===== src/rtl/kms_pkg.sv =====
package kms_pkg;
  typedef enum logic [1:0] {
    ST_IDLE = 2'd0,
    ST_SCAN = 2'd1,
    ST_EVAL = 2'd2,
    ST_WAIT = 2'd3
  } kms_state_e;
endpackage


===== src/rtl/kms_sync.sv =====
module kms_sync #(
  parameter int unsigned W = 6
) (
  input  logic         clk_i,
  input  logic         rst_ni,
  input  logic [W-1:0] d_i,
  output logic [W-1:0] q_o
);
  logic [W-1:0] meta_q, sync_q;

  // reset to idle-high: rows are pulled up
  always_ff @(posedge clk_i or negedge rst_ni) begin
    if (!rst_ni) begin
      meta_q <= '1;
      sync_q <= '1;
    end else begin
      meta_q <= d_i;
      sync_q <= meta_q;
    end
  end

  assign q_o = sync_q;
endmodule


===== src/rtl/kms_tick.sv =====
module kms_tick #(
  parameter int unsigned DIV = 4
) (
  input  logic clk_i,
  input  logic rst_ni,
  input  logic clr_i,
  output logic tick_o
);
  localparam int unsigned W = (DIV > 1) ? $clog2(DIV) : 1;

  logic [W-1:0] cnt_q;

  assign tick_o = (cnt_q == W'(DIV - 1));

  always_ff @(posedge clk_i or negedge rst_ni) begin
    if (!rst_ni)                cnt_q <= '0;
    else if (clr_i || tick_o)   cnt_q <= '0;
    else                        cnt_q <= cnt_q + 1'b1;
  end
endmodule


===== src/rtl/kms_ctrl.sv =====
module kms_ctrl
  import kms_pkg::*;
#(
  parameter int unsigned NCOL      = 12,
  parameter int unsigned NROW      = 6,
  parameter int unsigned SETTLE_US = 10,
  parameter int unsigned PERIOD_US = 5000
) (
  input  logic                      clk_i,
  input  logic                      rst_ni,
  input  logic [NROW-1:0]           row_n_i,
  input  logic                      col_tick_i,
  input  logic                      per_tick_i,
  output logic                      clr_col_o,
  output logic                      clr_per_o,
  output logic [NCOL-1:0]           col_drive_o,
  output logic                      awake_o,
  output logic                      done_o,
  output logic [NCOL-1:0][NROW-1:0] scan_o
);
  localparam int unsigned CW = (NCOL > 1) ? $clog2(NCOL) : 1;
  localparam int unsigned SW = (SETTLE_US > 1) ? $clog2(SETTLE_US) : 1;
  localparam int unsigned PW = (PERIOD_US > 1) ? $clog2(PERIOD_US) : 1;

  kms_state_e               state_q;
  logic [CW-1:0]            col_idx_q;
  logic [SW-1:0]            set_cnt_q;
  logic [PW-1:0]            per_cnt_q;
  logic [NCOL-1:0][NROW-1:0] scan_q;
  logic                     sample, restart;

  assign sample  = (state_q == ST_SCAN) && col_tick_i && (set_cnt_q == SW'(SETTLE_US - 1));
  assign restart = (state_q == ST_WAIT) && per_tick_i && (per_cnt_q == PW'(PERIOD_US - 1));

  // settle prescaler restarts per column, period prescaler per scan
  assign clr_col_o = (state_q != ST_SCAN) || sample;
  assign clr_per_o = (state_q == ST_IDLE) || restart;
  assign awake_o   = (state_q != ST_IDLE);
  assign done_o    = (state_q == ST_EVAL);
  assign scan_o    = scan_q;

  always_comb begin
    col_drive_o = '0;
    unique case (state_q)
      ST_IDLE: col_drive_o = '1;
      ST_SCAN: col_drive_o[col_idx_q] = 1'b1;
      default: col_drive_o = '0;
    endcase
  end

  always_ff @(posedge clk_i or negedge rst_ni) begin
    if (!rst_ni) begin
      set_cnt_q <= '0;
      per_cnt_q <= '0;
    end else begin
      if (clr_col_o)       set_cnt_q <= '0;
      else if (col_tick_i) set_cnt_q <= set_cnt_q + 1'b1;
      if (clr_per_o)       per_cnt_q <= '0;
      else if (per_tick_i) per_cnt_q <= per_cnt_q + 1'b1;
    end
  end

  always_ff @(posedge clk_i or negedge rst_ni) begin
    if (!rst_ni) begin
      state_q   <= ST_IDLE;
      col_idx_q <= '0;
      scan_q    <= '0;
    end else begin
      unique case (state_q)
        ST_IDLE: if (row_n_i != '1) begin
          state_q   <= ST_SCAN;
          col_idx_q <= '0;
        end
        ST_SCAN: if (sample) begin
          scan_q[col_idx_q] <= ~row_n_i;
          if (col_idx_q == CW'(NCOL - 1)) begin
            state_q   <= ST_EVAL;
            col_idx_q <= '0;
          end else begin
            col_idx_q <= col_idx_q + 1'b1;
          end
        end
        ST_EVAL: state_q <= (scan_q == '0) ? ST_IDLE : ST_WAIT;
        ST_WAIT: if (restart) state_q <= ST_SCAN;
        default: state_q <= ST_IDLE;
      endcase
    end
  end
endmodule


===== src/rtl/kms_debounce.sv =====
module kms_debounce #(
  parameter int unsigned NCOL = 12,
  parameter int unsigned NROW = 6
) (
  input  logic                      clk_i,
  input  logic                      rst_ni,
  input  logic                      awake_i,
  input  logic                      done_i,
  input  logic [NCOL-1:0][NROW-1:0] scan_i,
  output logic [NCOL-1:0][NROW-1:0] keys_o,
  output logic                      valid_o,
  output logic                      update_o
);
  logic [NCOL-1:0][NROW-1:0] prev_q;
  logic                      have_prev_q;
  logic                      empty, match;

  assign empty = (scan_i == '0);
  assign match = have_prev_q && (scan_i == prev_q);

  always_ff @(posedge clk_i or negedge rst_ni) begin
    if (!rst_ni) begin
      prev_q      <= '0;
      have_prev_q <= 1'b0;
      keys_o      <= '0;
      valid_o     <= 1'b0;
      update_o    <= 1'b0;
    end else begin
      valid_o  <= 1'b0;
      update_o <= 1'b0;
      if (!awake_i) have_prev_q <= 1'b0;
      if (done_i) begin
        prev_q      <= scan_i;
        have_prev_q <= !empty;
        // empty scan publishes at once so sleep never leaves stale keys
        if (empty || match) begin
          keys_o   <= scan_i;
          valid_o  <= 1'b1;
          update_o <= (scan_i != keys_o);
        end
      end
    end
  end
endmodule


===== src/rtl/keymatrix_scanner.sv =====
module keymatrix_scanner #(
  parameter int unsigned NCOL      = 12,
  parameter int unsigned NROW      = 6,
  parameter int unsigned CLK_HZ    = 2_000_000,
  parameter int unsigned SETTLE_US = 10,
  parameter int unsigned PERIOD_US = 5000
) (
  input  logic                      clk_i,
  input  logic                      rst_ni,
  input  logic [NROW-1:0]           row_i,
  output logic [NCOL-1:0]           col_drive_o,
  output logic [NCOL-1:0][NROW-1:0] keys_o,
  output logic                      valid_o,
  output logic                      update_o,
  output logic                      awake_o
);
  localparam int unsigned US_DIV = (CLK_HZ >= 2_000_000) ? CLK_HZ / 1_000_000 : 1;

  logic [NROW-1:0]           row_n_s;
  logic                      col_tick, per_tick, clr_col, clr_per, done;
  logic [NCOL-1:0][NROW-1:0] scan;

  kms_sync #(.W(NROW)) u_sync (
    .clk_i(clk_i), .rst_ni(rst_ni), .d_i(row_i), .q_o(row_n_s)
  );

  kms_tick #(.DIV(US_DIV)) u_col_tick (
    .clk_i(clk_i), .rst_ni(rst_ni), .clr_i(clr_col), .tick_o(col_tick)
  );

  kms_tick #(.DIV(US_DIV)) u_per_tick (
    .clk_i(clk_i), .rst_ni(rst_ni), .clr_i(clr_per), .tick_o(per_tick)
  );

  kms_ctrl #(
    .NCOL(NCOL), .NROW(NROW), .SETTLE_US(SETTLE_US), .PERIOD_US(PERIOD_US)
  ) u_ctrl (
    .clk_i(clk_i), .rst_ni(rst_ni), .row_n_i(row_n_s),
    .col_tick_i(col_tick), .per_tick_i(per_tick),
    .clr_col_o(clr_col), .clr_per_o(clr_per),
    .col_drive_o(col_drive_o), .awake_o(awake_o),
    .done_o(done), .scan_o(scan)
  );

  kms_debounce #(.NCOL(NCOL), .NROW(NROW)) u_debounce (
    .clk_i(clk_i), .rst_ni(rst_ni), .awake_i(awake_o), .done_i(done),
    .scan_i(scan), .keys_o(keys_o), .valid_o(valid_o), .update_o(update_o)
  );
endmodule


===== config.mk =====
export PLATFORM = sky130hd
export DESIGN_NAME = keymatrix_scanner
export DESIGN_NICKNAME = d
export VERILOG_FILES = /design/src/rtl/kms_pkg.sv /design/src/rtl/kms_sync.sv /design/src/rtl/kms_tick.sv /design/src/rtl/kms_ctrl.sv /design/src/rtl/kms_debounce.sv /design/src/rtl/keymatrix_scanner.sv
export SDC_FILE = /design/constraint.sdc
export NUM_CORES = 1
export LEC_CHECK = 0
export CORE_MARGIN = 3
export CORE_UTILIZATION = 64
export DETAILED_ROUTE_END_ITERATION = 6
export HOLD_SLACK_MARGIN = 0.08
export PLACE_DENSITY = 0.93
export SLEW_MARGIN = 20
export SYNTH_ARGS = -nofsm -noshare
export SYNTH_HDL_FRONTEND = slang
export SYNTH_SLANG_ARGS = --single-unit

===== constraint.sdc =====
create_clock -name clk_i -period 5.05 [get_ports clk_i]
set_input_delay 0.7575 -clock clk_i [delete_from_list [all_inputs] [get_ports clk_i]]
set_output_delay 0.7575 -clock clk_i [all_outputs]
set_load 0.05 [all_outputs]

==> results of run 1 <==
state kept, by name (all words and copies together) (netlist names):
name / count
u_col_tick.tick_o: 1
u_ctrl.col_idx_q: 4
u_ctrl.per_cnt_q: 13
u_ctrl.scan_o: 72
u_ctrl.set_cnt_q: 4
u_ctrl.state_q: 2
u_debounce.have_prev_q: 1
u_debounce.keys_o: 72
u_debounce.prev_q: 72
u_debounce.update_o: 1
u_debounce.valid_o: 1
u_per_tick.tick_o: 1
u_sync.meta_q: 6
u_sync.q_o: 6
per-stage QoR:
stage | cell area (sq um) | total power [mW] | cells | setup WS [ns] | util [%]
after detailed placement | 14420 | 2.230 | 1718 | 1.093 | 70.59
final | 15430 | 4.431 | 1769 | 0.8796 | 75.55
after global routing | 15430 | 4.534 | 1768 | 0.8132 | 75.53
after global placement | 14420 | 2.228 | 1718 | 1.224 | 70.59
after CTS | 15430 | 4.437 | 1768 | 1.030 | 75.53
after floorplan | 13480 | 2.151 | 1453 | 2.338 | -
layout make-up:
type,count,area share (%)
inverters,85,2.067
clock inverters,16,1.540
clock buffers,34,5.002
diodes,1,0.01621
repair buffers,104,6.777
flip-flops and latches,256,41.61
multi-input cells,1003,40.80
well taps,270,2.189
layout by cell type (no fill, tap or decap), drive strengths merged, types with 2 or more instances in the layout:
master         instances
or3                    2
and4                   3
dfrtp                244
xor2                 107
a21oi                  6
nor4                  57
o21ai                158
nor2                  20
o311ai                72
inv                   87
nor3                   6
nor2b                 76
clkdlybuf4s50         93
dfstp                 12
nand3b                 2
o2111ai                7
nor3b                  2
clkbuf                34
a31oi                 72
ha                    11
xnor2                 27
bufinv                 6
nand2                191
buf                   11
clkinv                 8
nand4                 28
nand2b                29
or4                    3
and3                   4
a22o                   2
o2bb2ai                2
or3b                   2
o211ai                73
nand3                 24
o22ai                  4
how the worst max path moves through the flow:
stage                                  startpoint                                end  slack [ns]  cells past startpoint
global placement    u_ctrl.scan_o[61]$_DFFE_PN0P_  u_debounce.keys_o[27]$_DFFE_PN0P_        1.22                      8
floorplan           u_ctrl.state_q[0]$_DFFE_PN0P_                     col_drive_o[0]        2.34                      5
finish              u_ctrl.scan_o[61]$_DFFE_PN0P_  u_debounce.keys_o[44]$_DFFE_PN0P_        0.88                      8
global route        u_ctrl.scan_o[61]$_DFFE_PN0P_  u_debounce.keys_o[44]$_DFFE_PN0P_        0.81                      8
CTS                 u_ctrl.scan_o[61]$_DFFE_PN0P_  u_debounce.keys_o[44]$_DFFE_PN0P_        1.03                      8
detailed placement  u_ctrl.scan_o[61]$_DFFE_PN0P_  u_debounce.keys_o[24]$_DFFE_PN0P_        1.09                      8
per-layer routing:
metal  global-route usage [%]  up-vias  wire, microns
met3                    8.528      171           4608
met4                    18.31        2           2514
met5                        0        -             35
li1                         -     5271              -
met1                    50.65     5888          16090
met2                    59.75      775          19630
report_power, final:
part / total [mW] / switching (mW) / internal [mW]
logic: 0.101 / 0.0783 / 0.0224
registers: 2.09 / 0.0291 / 2.06
clock network: 2.24 / 0.849 / 1.39
total: 4.43 / 0.956 / 3.48
cells by family (layout without fill, tap and decap cells):
family	count (synthesis)	in the layout	synth area share (%)
compound gates	403	403	19.54
xor+xnor	134	134	8.709
fa+ha+maj	11	11	1.021
buf+inv	194	239	5.868
flops	256	256	47.65
mux	1	1	0.07428
other cells	0	1	0
simple gates	454	454	17.14
==> flow_summary.yaml, run 1 <==
outcome:
  status: "complete, no violations"
synthesis:
  seq_area_frac_synth_pct: 47.65
  syn_area_sq_um: 13480
  post_synth_main_area_contributors: "dfrtp_1, xor2_1, o21ai_0"
  post-synth-top-area-fraction_pct: 45.31
  ys_types: 48
  synthesis.instances: 1453
  async_set_or_reset_flop_fraction_in_the_synthesized_netlist_pct: 100.0
  synth_warnings: 0
  leading_cell_type_by_number_of_instances_after_synthesis: "dfrtp_1"
  ys_seq_elements: 256
  synth_common_cells: "dfrtp_1, nand2_1, o21ai_0"
  synth.largest_area_cell: "dfrtp_1"
  synth_ff_type: "dfrtp_1"
  postSynthAreaPerCell_sq_um: 9.274
  number_of_flops_mapped_to_enable_cells_by_yosys: 0
  synth_nets: 1472
detailed_routing:
  detail_route.drc_violations: 0
  drtAntennaViolNets: 0
  routed-via-count: 12110
  detail_route.wl_per_cell_microns: 24.24
  initialDrtViolationCount: 1519
  avgViaCountPerCell: 6.844
  drt_pass1_iterations: 6
  detail_route.wirelength_microns: 42880
hold_path:
  hold_path_class: "input pin to async pin"
critical_path:
  minimum_setup_slack_among_reg_to_reg_paths_ns: 0.88
  worstRegToRegCells: 8
  timing.critical_path.mode_cell: "buf_4"
  worst-setup-path-type: "flop to flop"
  crit_path_cell_trace: "xnor2_1 -> o211ai_1 -> or3_1 -> or4_2 -> buf_4 -> or2_2 -> buf_4 -> o311ai_1"
  critical_path.n_buffers_inverters: 2
  critical_path.max_stage_delay_ns: 0.68
  worst_setup_path_end_kind: "flop"
  largest_delay_contributor_family_on_the_critical_path: "simple AND/OR/NAND/NOR gates"
  cp_data_required_time_ns: 5.47
  regToRegStartpoint: "u_ctrl.scan_o[61]$_DFFE_PN0P_"
  path_max_fanout: 73
  worst_r2r_endpoint: "u_debounce.keys_o[44]$_DFFE_PN0P_"
  cp_slowest_cell: "or2_2"
  worst_setup_sp_type: "flop"
  cp_data_arrival_time_ns: 4.59
clock_network:
  cts.repair_timing.setup_buffer_count: 0
  cts.repair.resized: 0
  clock_tree.htree_level_count: 1
  cts-buffers-inserted: 27
  cts_hold_repair.buffers: 0
  clkSlewWorstSetupHoldPaths_ns: 0.06
  cts_tree: "yes"
  cts_num_sinks: 256
  cts-root-buf: "clkbuf_16"
  worst_skew_pair_latency_ns: 0.55
  max-clock-path-buffers: 3
placed_design:
  globalplace.congestion: 1.061
  buffer_ports.inserted: 94
  place_hpwl_microns: 28530
cells_and_area:
  fill_cells: 1385
  syn2layout_area_growth_pct: 14.53
  share_of_final_layout_standard_cells_stronger_than_drive_strength_1_pct: 5.407
  multi_input_area_sq_um: 6297
  num-nets-final: 1496
  layout.area.seq_sq_um: 6421
die:
  die_h_microns: 151.1
  floorplan.die_area_sq_um: 22830
  starting_density_of_the_core_pct: 65.96
  floorplan.die.width_microns: 151.1
  floorplan.core_area_sq_um: 20430
  floorplan.io_pins: 95
  total_number_of_placement_rows: 52
sta:
  number_of_hold_slack_violations_in_the_final_timing_report: 0
  finalCritPeriodShare_pct: 82.58
  timing.slew.headroom_pct: 26.89
  hold_ws_ns: 0.2760
  finalSetupViolCount: 0
  final_period_minus_worst_setup_slack_ns: 4.170
  fin_setup_tns_ns: 0
  achievable-frequency_mhz: 239.8
  clock_tree_skew_after_final_layout_ns: 0.01250
  tightest_slew_ns: 1.097
  rsz_0062_raised_after_global_routing: "no"
  final_report_max_slew_violation_count: 0
grt:
  grt_max_degree: 114
  residual_overflow_from_global_routing: 0
  vias_in_the_first_global_route: 11560
  grt_first_pass_wirelength_microns: 66450
  grt_util_all_layers_pct: 38.11
  antenna_found_initial: 2
pwr:
  p_leak_nw: 6.995
  vdd_ir_drop_max_mv: 0.2738
  pwr_density_cell_nw_per_um2: 287.1
job:
  number_of_max_capacitance_violations_reported: 0
(Power assumes the default switching activity.)
==> inputs of run 2 (changes only) <==
--- a/config.mk
+++ b/config.mk
@@ -6,10 +6,10 @@
 export NUM_CORES = 1
 export LEC_CHECK = 0
 export CORE_MARGIN = 3
-export CORE_UTILIZATION = 64
+export CORE_UTILIZATION = 60
 export DETAILED_ROUTE_END_ITERATION = 6
 export HOLD_SLACK_MARGIN = 0.08
-export PLACE_DENSITY = 0.93
+export PLACE_DENSITY = 0.88
 export SLEW_MARGIN = 20
 export SYNTH_ARGS = -nofsm -noshare
 export SYNTH_HDL_FRONTEND = slang
==> constraint.sdc (replaced) <==
create_clock -name clk_i -period 4.1 [get_ports clk_i]
set_input_delay 0.615 -clock clk_i [delete_from_list [all_inputs] [get_ports clk_i]]
set_output_delay 0.615 -clock clk_i [all_outputs]
set_load 0.05 [all_outputs]
==> run 2 against run 1 <==
Compared with the run above: non-clock buffer count grew 7; utilization shrank 5.4 points; routed wire length is 0.50% higher; via count down 0.13%; critical endpoint is now u_debounce.keys_o[64]$_DFFE_PN0P_; largest cell class unchanged; largest power group is now sequential cells.
==> flow_summary.yaml, run 2 (synthesis results as in run 1) <==
placed_design:
  pre_cts_slack_ns: 0.6197
  place_hpwl_microns: 29110
  globalplace.congestion: 1.014
  buffer_ports.inserted: 94
grt:
  antenna_found_initial: 0
  grt_max_degree: 119
  grt_first_pass_wirelength_microns: 67260
  vias_in_the_first_global_route: 11350
  grt_util_all_layers_pct: 35.39
  residual_overflow_from_global_routing: 0
detailed_routing:
  routed-via-count: 12090
  detail_route.drc_violations: 0
  drt_pass1_iterations: 6
  avgViaCountPerCell: 6.781
  drtAntennaViolNets: 0
  detail_route.wirelength_microns: 43100
  initialDrtViolationCount: 1600
  detail_route.wl_per_cell_microns: 24.17
hold_path:
  hold_path_class: "input pin to async pin"
critical_path:
  critical_path.n_buffers_inverters: 1
  worst_setup_sp_type: "flop"
  worst_r2r_endpoint: "u_debounce.keys_o[64]$_DFFE_PN0P_"
  worst_setup_path_startpoint: "u_ctrl.scan_o[61]$_DFFE_PN0P_"
  path_max_fanout: 41
  timing.critical_path.to: "u_debounce.keys_o[64]$_DFFE_PN0P_"
  regToRegStartpoint: "u_ctrl.scan_o[61]$_DFFE_PN0P_"
  largest_delay_contributor_family_on_the_critical_path: "simple AND/OR/NAND/NOR gates"
  cp_slowest_cell: "or4_2"
  critical_path.max_stage_delay_ns: 0.66
  timing.critical_path.depth: 7
  worst_setup_path_end_kind: "flop"
  cp_data_required_time_ns: 4.51
  worst-setup-path-type: "flop to flop"
  worstRegToRegCells: 7
  cp_data_arrival_time_ns: 3.95
  crit_path_cell_trace: "xnor2_1 -> o211ai_1 -> or3_1 -> or4_2 -> or2_2 -> buf_4 -> o311ai_1"
  minimum_setup_slack_among_reg_to_reg_paths_ns: 0.56
sta:
  rsz_0062_raised_after_global_routing: "no"
  finalSetupViolCount: 0
  timing.slew.headroom_pct: 23.64
  setup_ws_ns: 0.5650
  fin_setup_tns_ns: 0
  achievable-frequency_mhz: 282.9
  number_of_hold_slack_violations_in_the_final_timing_report: 0
  tightest_slew_ns: 1.145
  finalCritPeriodShare_pct: 86.22
  clock_tree_skew_after_final_layout_ns: 0.01510
  final_period_minus_worst_setup_slack_ns: 3.535
  final_report_max_slew_violation_count: 0
clock_network:
  cts.repair_timing.setup_buffer_count: 0
  cts-buffers-inserted: 27
  cts.repair.resized: 0
  cts-root-buf: "clkbuf_16"
  max-clock-path-buffers: 3
  cts_hold_repair.buffers: 0
  clock_tree.htree_level_count: 1
  worst_skew_pair_latency_ns: 0.54
  clkSlewWorstSetupHoldPaths_ns: 0.06
  cts_num_sinks: 256
  cts_tree: "yes"
die:
  starting_density_of_the_core_pct: 61.37
  floorplan.core_area_sq_um: 21960
  die_h_microns: 155.9
  total_number_of_placement_rows: 54
  floorplan.io_pins: 95
  floorplan.die.width_microns: 155.9
  floorplan.die_area_sq_um: 24290
cells_and_area:
  syn2layout_area_growth_pct: 14.28
  num-nets-final: 1503
  n_antenna_cell: 0
  most_common_cell_after_layout_fill_and_taps_aside: "dfrtp_1"
  share_of_final_layout_standard_cells_stronger_than_drive_strength_1_pct: 5.190
  mostFrequentLayoutCells: "dfrtp_1, nand2_1, o21ai_0"
  postLayoutCoreUtil_pct: 70.13
pwr:
  vdd_ir_drop_max_mv: 0.3331
  pwr_density_cell_nw_per_um2: 336.8
  power.total_mw: 5.186
  p_leak_nw: 6.975
job:
  number_of_max_capacitance_violations_reported: 0
outcome:
  status: "complete, no violations"
[run 2: cell count changes in the layout (fill, tap and decap cells not counted), sizes merged]
cell    delta
buf        +7
clkbuf     +5
inv        -1
diode      -1
bufinv     -3
clkinv     -3
[run 2: where the power goes]
group | internal (mW) | switching, mW | total [mW]
sequential | 2.54 | 0.0364 | 2.58
combinational | 0.0290 | 0.0977 | 0.127
clock | 1.47 | 1.01 | 2.48
[run 2: through the flow]
stage | hold slack [ns] | cells | cell area [sq um]
after floorplan | 0.3194 | 1453 | 13480
after global placement | 0.3452 | 1735 | 14510
after detailed placement | 0.3472 | 1735 | 14510
after CTS | 0.2207 | 1783 | 15400
after global routing | 0.2546 | 1783 | 15400
final | 0.1550 | 1783 | 15400
[run 2: final cells by class]
cell class              count  area (sq um)
multi-input cells        1003          6297
clock buffers              39         760.7
flip-flops and latches    256          6421
well taps                 280         350.3
repair buffers            111          1124
clock inverters             9         127.6
inverters                  85         319.1
fillers                  1630          6559
[run 2: per-layer routing]
metal	vias to the layer above	GRT usage (%)	part of all wire (%)
met1	5939	48.74	39
met4	0	16.65	5.7
met2	731	54.70	45
met5	-	0	0
met3	146	6.602	10
li1	5275	-	-
[run 2: worst min path at each step]
stage	to	slack, ns	depth (start not counted)
2_1_floorplan	u_col_tick.tick_o$_DFF_PN0_	0.32	0
3_3_place_gp	u_sync.q_o[5]$_DFF_PN1_	0.35	0
3_5_place_dp	u_sync.q_o[5]$_DFF_PN1_	0.35	0
4_1_cts	u_debounce.keys_o[11]$_DFFE_PN0P_	0.22	1
5_1_grt	u_debounce.keys_o[57]$_DFFE_PN0P_	0.25	1
6_report	u_debounce.prev_q[57]$_DFFE_PN0P_	0.15	1
==> inputs of run 3 (changes only) <==
--- a/config.mk
+++ b/config.mk
@@ -9,6 +9,7 @@
 export CORE_UTILIZATION = 60
 export DETAILED_ROUTE_END_ITERATION = 6
 export HOLD_SLACK_MARGIN = 0.08
+export MAX_ROUTING_LAYER = met4
 export PLACE_DENSITY = 0.88
 export SLEW_MARGIN = 20
 export SYNTH_ARGS = -nofsm -noshare
==> run 3 against run 2 <==
Compared with the run above: critical path depth did not move; register-to-register slack better by 0.05 ns; sequential share of layout area down 0.091 points; hold slack got worse by 0.092 ns; non-clock buffer count stayed put; fmax increased by 1.4%; count of clock-buffer cells in the layout stayed put; critical endpoint is now u_debounce.keys_o[10]$_DFFE_PN0P_; largest power group unchanged.
==> flow_summary.yaml, run 3 (synthesis results as in run 1) <==
outcome:
  status: "complete, no violations"
hold_path:
  hold_path_class: "input pin to async pin"
sta:
  clock_tree_skew_after_final_layout_ns: 0.01256
  number_of_hold_slack_violations_in_the_final_timing_report: 0
  timing.slew.headroom_pct: 27.30
  hold_ws_ns: 0.06283
  rsz_0062_raised_after_global_routing: "no"
  final_period_minus_worst_setup_slack_ns: 3.487
  final_report_max_slew_violation_count: 0
  fin_setup_tns_ns: 0
  achievable-frequency_mhz: 286.8
  finalSetupViolCount: 0
  finalCritPeriodShare_pct: 85.05
  tightest_slew_ns: 1.090
detailed_routing:
  drtAntennaViolNets: 0
  routed-via-count: 12060
  detail_route.wirelength_microns: 42680
  detail_route.drc_violations: 0
  avgViaCountPerCell: 6.758
  detail_route.wl_per_cell_microns: 23.91
  drt_pass1_iterations: 6
  initialDrtViolationCount: 1591
critical_path:
  cp_data_required_time_ns: 4.53
  worst_setup_sp_type: "flop"
  worst_setup_path_end_kind: "flop"
  path_max_fanout: 38
  cp_data_arrival_time_ns: 3.92
  worst-setup-path-type: "flop to flop"
cells_and_area:
  syn2layout_area_growth_pct: 14.53
  multi_input_area_sq_um: 6297
  num-nets-final: 1504
  fill_cells: 1616
  most_common_cell_after_layout_fill_and_taps_aside: "dfrtp_1"
  mostFrequentLayoutCells: "dfrtp_1, nand2_1, o21ai_0"
  n_antenna_cell: 0
  share_of_final_layout_standard_cells_stronger_than_drive_strength_1_pct: 5.581
  layout.area.seq_sq_um: 6421
clock_network:
  cts.repair.resized: 0
  cts-buffers-inserted: 28
  worst_skew_pair_latency_ns: 0.55
  clock_tree.htree_level_count: 1
  cts.repair_timing.setup_buffer_count: 0
  cts_tree: "yes"
  max-clock-path-buffers: 3
  cts-root-buf: "clkbuf_16"
  clkSlewWorstSetupHoldPaths_ns: 0.06
  cts_num_sinks: 256
  cts_hold_repair.buffers: 0
placed_design:
  globalplace.congestion: 1.118
  place_hpwl_microns: 29050
  buffer_ports.inserted: 94
grt:
  antenna_found_initial: 0
  residual_overflow_from_global_routing: 0
  grt_max_degree: 103
  grt_util_all_layers_pct: 36.27
  vias_in_the_first_global_route: 11360
  grt_first_pass_wirelength_microns: 66840
pwr:
  pwr_density_cell_nw_per_um2: 340.3
  vdd_ir_drop_max_mv: 0.3455
  p_leak_nw: 6.989
die:
  total_number_of_placement_rows: 54
  starting_density_of_the_core_pct: 61.37
  floorplan.io_pins: 95
  floorplan.die.width_microns: 155.9
  floorplan.core_area_sq_um: 21960
  floorplan.die_area_sq_um: 24290
  die_h_microns: 155.9
job:
  number_of_max_capacitance_violations_reported: 0
==> run 3: changes by cell type in the layout (fill, tap and decap cells not counted), sizes merged <==
| cell | delta |
|---|---|
| clkinv | +3 |
| bufinv | -1 |
| clkinvlp | +1 |
| inv | -1 |
==> run 3: worst max-delay path, stage by stage (launching register included) <==
cell and delay (ns):
dfrtp_1 0.43, xnor2_1 0.31, o211ai_1 0.14, or3_1 0.36, or4_2 0.66, or2_2 0.66
buf_4 0.41, o311ai_1 0.36
==> run 3: path summary, 6_finish.rpt <==
check                      cells after the start                          start  slack (ns)                                end
max                                            7  u_ctrl.scan_o[61]$_DFFE_PN0P_        0.61  u_debounce.keys_o[10]$_DFFE_PN0P_
min                                            1                         rst_ni        0.06  u_debounce.prev_q[57]$_DFFE_PN0P_
max reg2reg                                    7  u_ctrl.scan_o[61]$_DFFE_PN0P_        0.61  u_debounce.keys_o[10]$_DFFE_PN0P_
min reg2reg                                    0     u_sync.meta_q[3]$_DFF_PN1_        0.35            u_sync.q_o[3]$_DFF_PN1_
max in group asynchronous                      2                         rst_ni        3.08         u_sync.meta_q[0]$_DFF_PN1_
min in group clk_i                             0     u_sync.meta_q[3]$_DFF_PN1_        0.35            u_sync.q_o[3]$_DFF_PN1_
==> run 3: report_power, final <==
part	internal (mW)	switching, mW	total (mW)
Sequential	2.54	0.0353	2.58
Clock	1.50	1.04	2.54
Combinational	0.0288	0.0993	0.128
Total	4.08	1.18	5.25
==> run 3: final cells by class <==
| class | count | area share [%] |
|---|---|---|
| Sequential cell | 256 | 41.61 |
| Multi-Input combinational cell | 1003 | 40.80 |
| Timing Repair Buffer | 111 | 7.199 |
| Clock buffer | 39 | 5.261 |
| Tap cell | 280 | 2.270 |
| Inverter | 85 | 2.067 |
| Clock inverter | 11 | 0.7945 |
==> run 3: routing by layer <==
metal	up-vias	wire length (microns)	track usage, %
met3	170	4359	7.074
met5	-	0	-
met1	5829	16460	48.22
met4	0	2503	16.61
met2	777	19360	54.21
li1	5287	-	-
==> run 3: metrics by stage <==
stage	utilization (%)	cell area [sq um]	power, mW	worst slack (ns)	cells
floorplan	-	13480	2.650	1.530	1453
global placement	66.03	14500	2.749	0.7282	1735
detailed placement	66.03	14500	2.750	0.6489	1735
CTS	70.28	15430	5.252	0.6227	1785
global route	70.28	15430	5.376	0.4739	1785
finish	70.28	15430	5.252	0.6131	1785
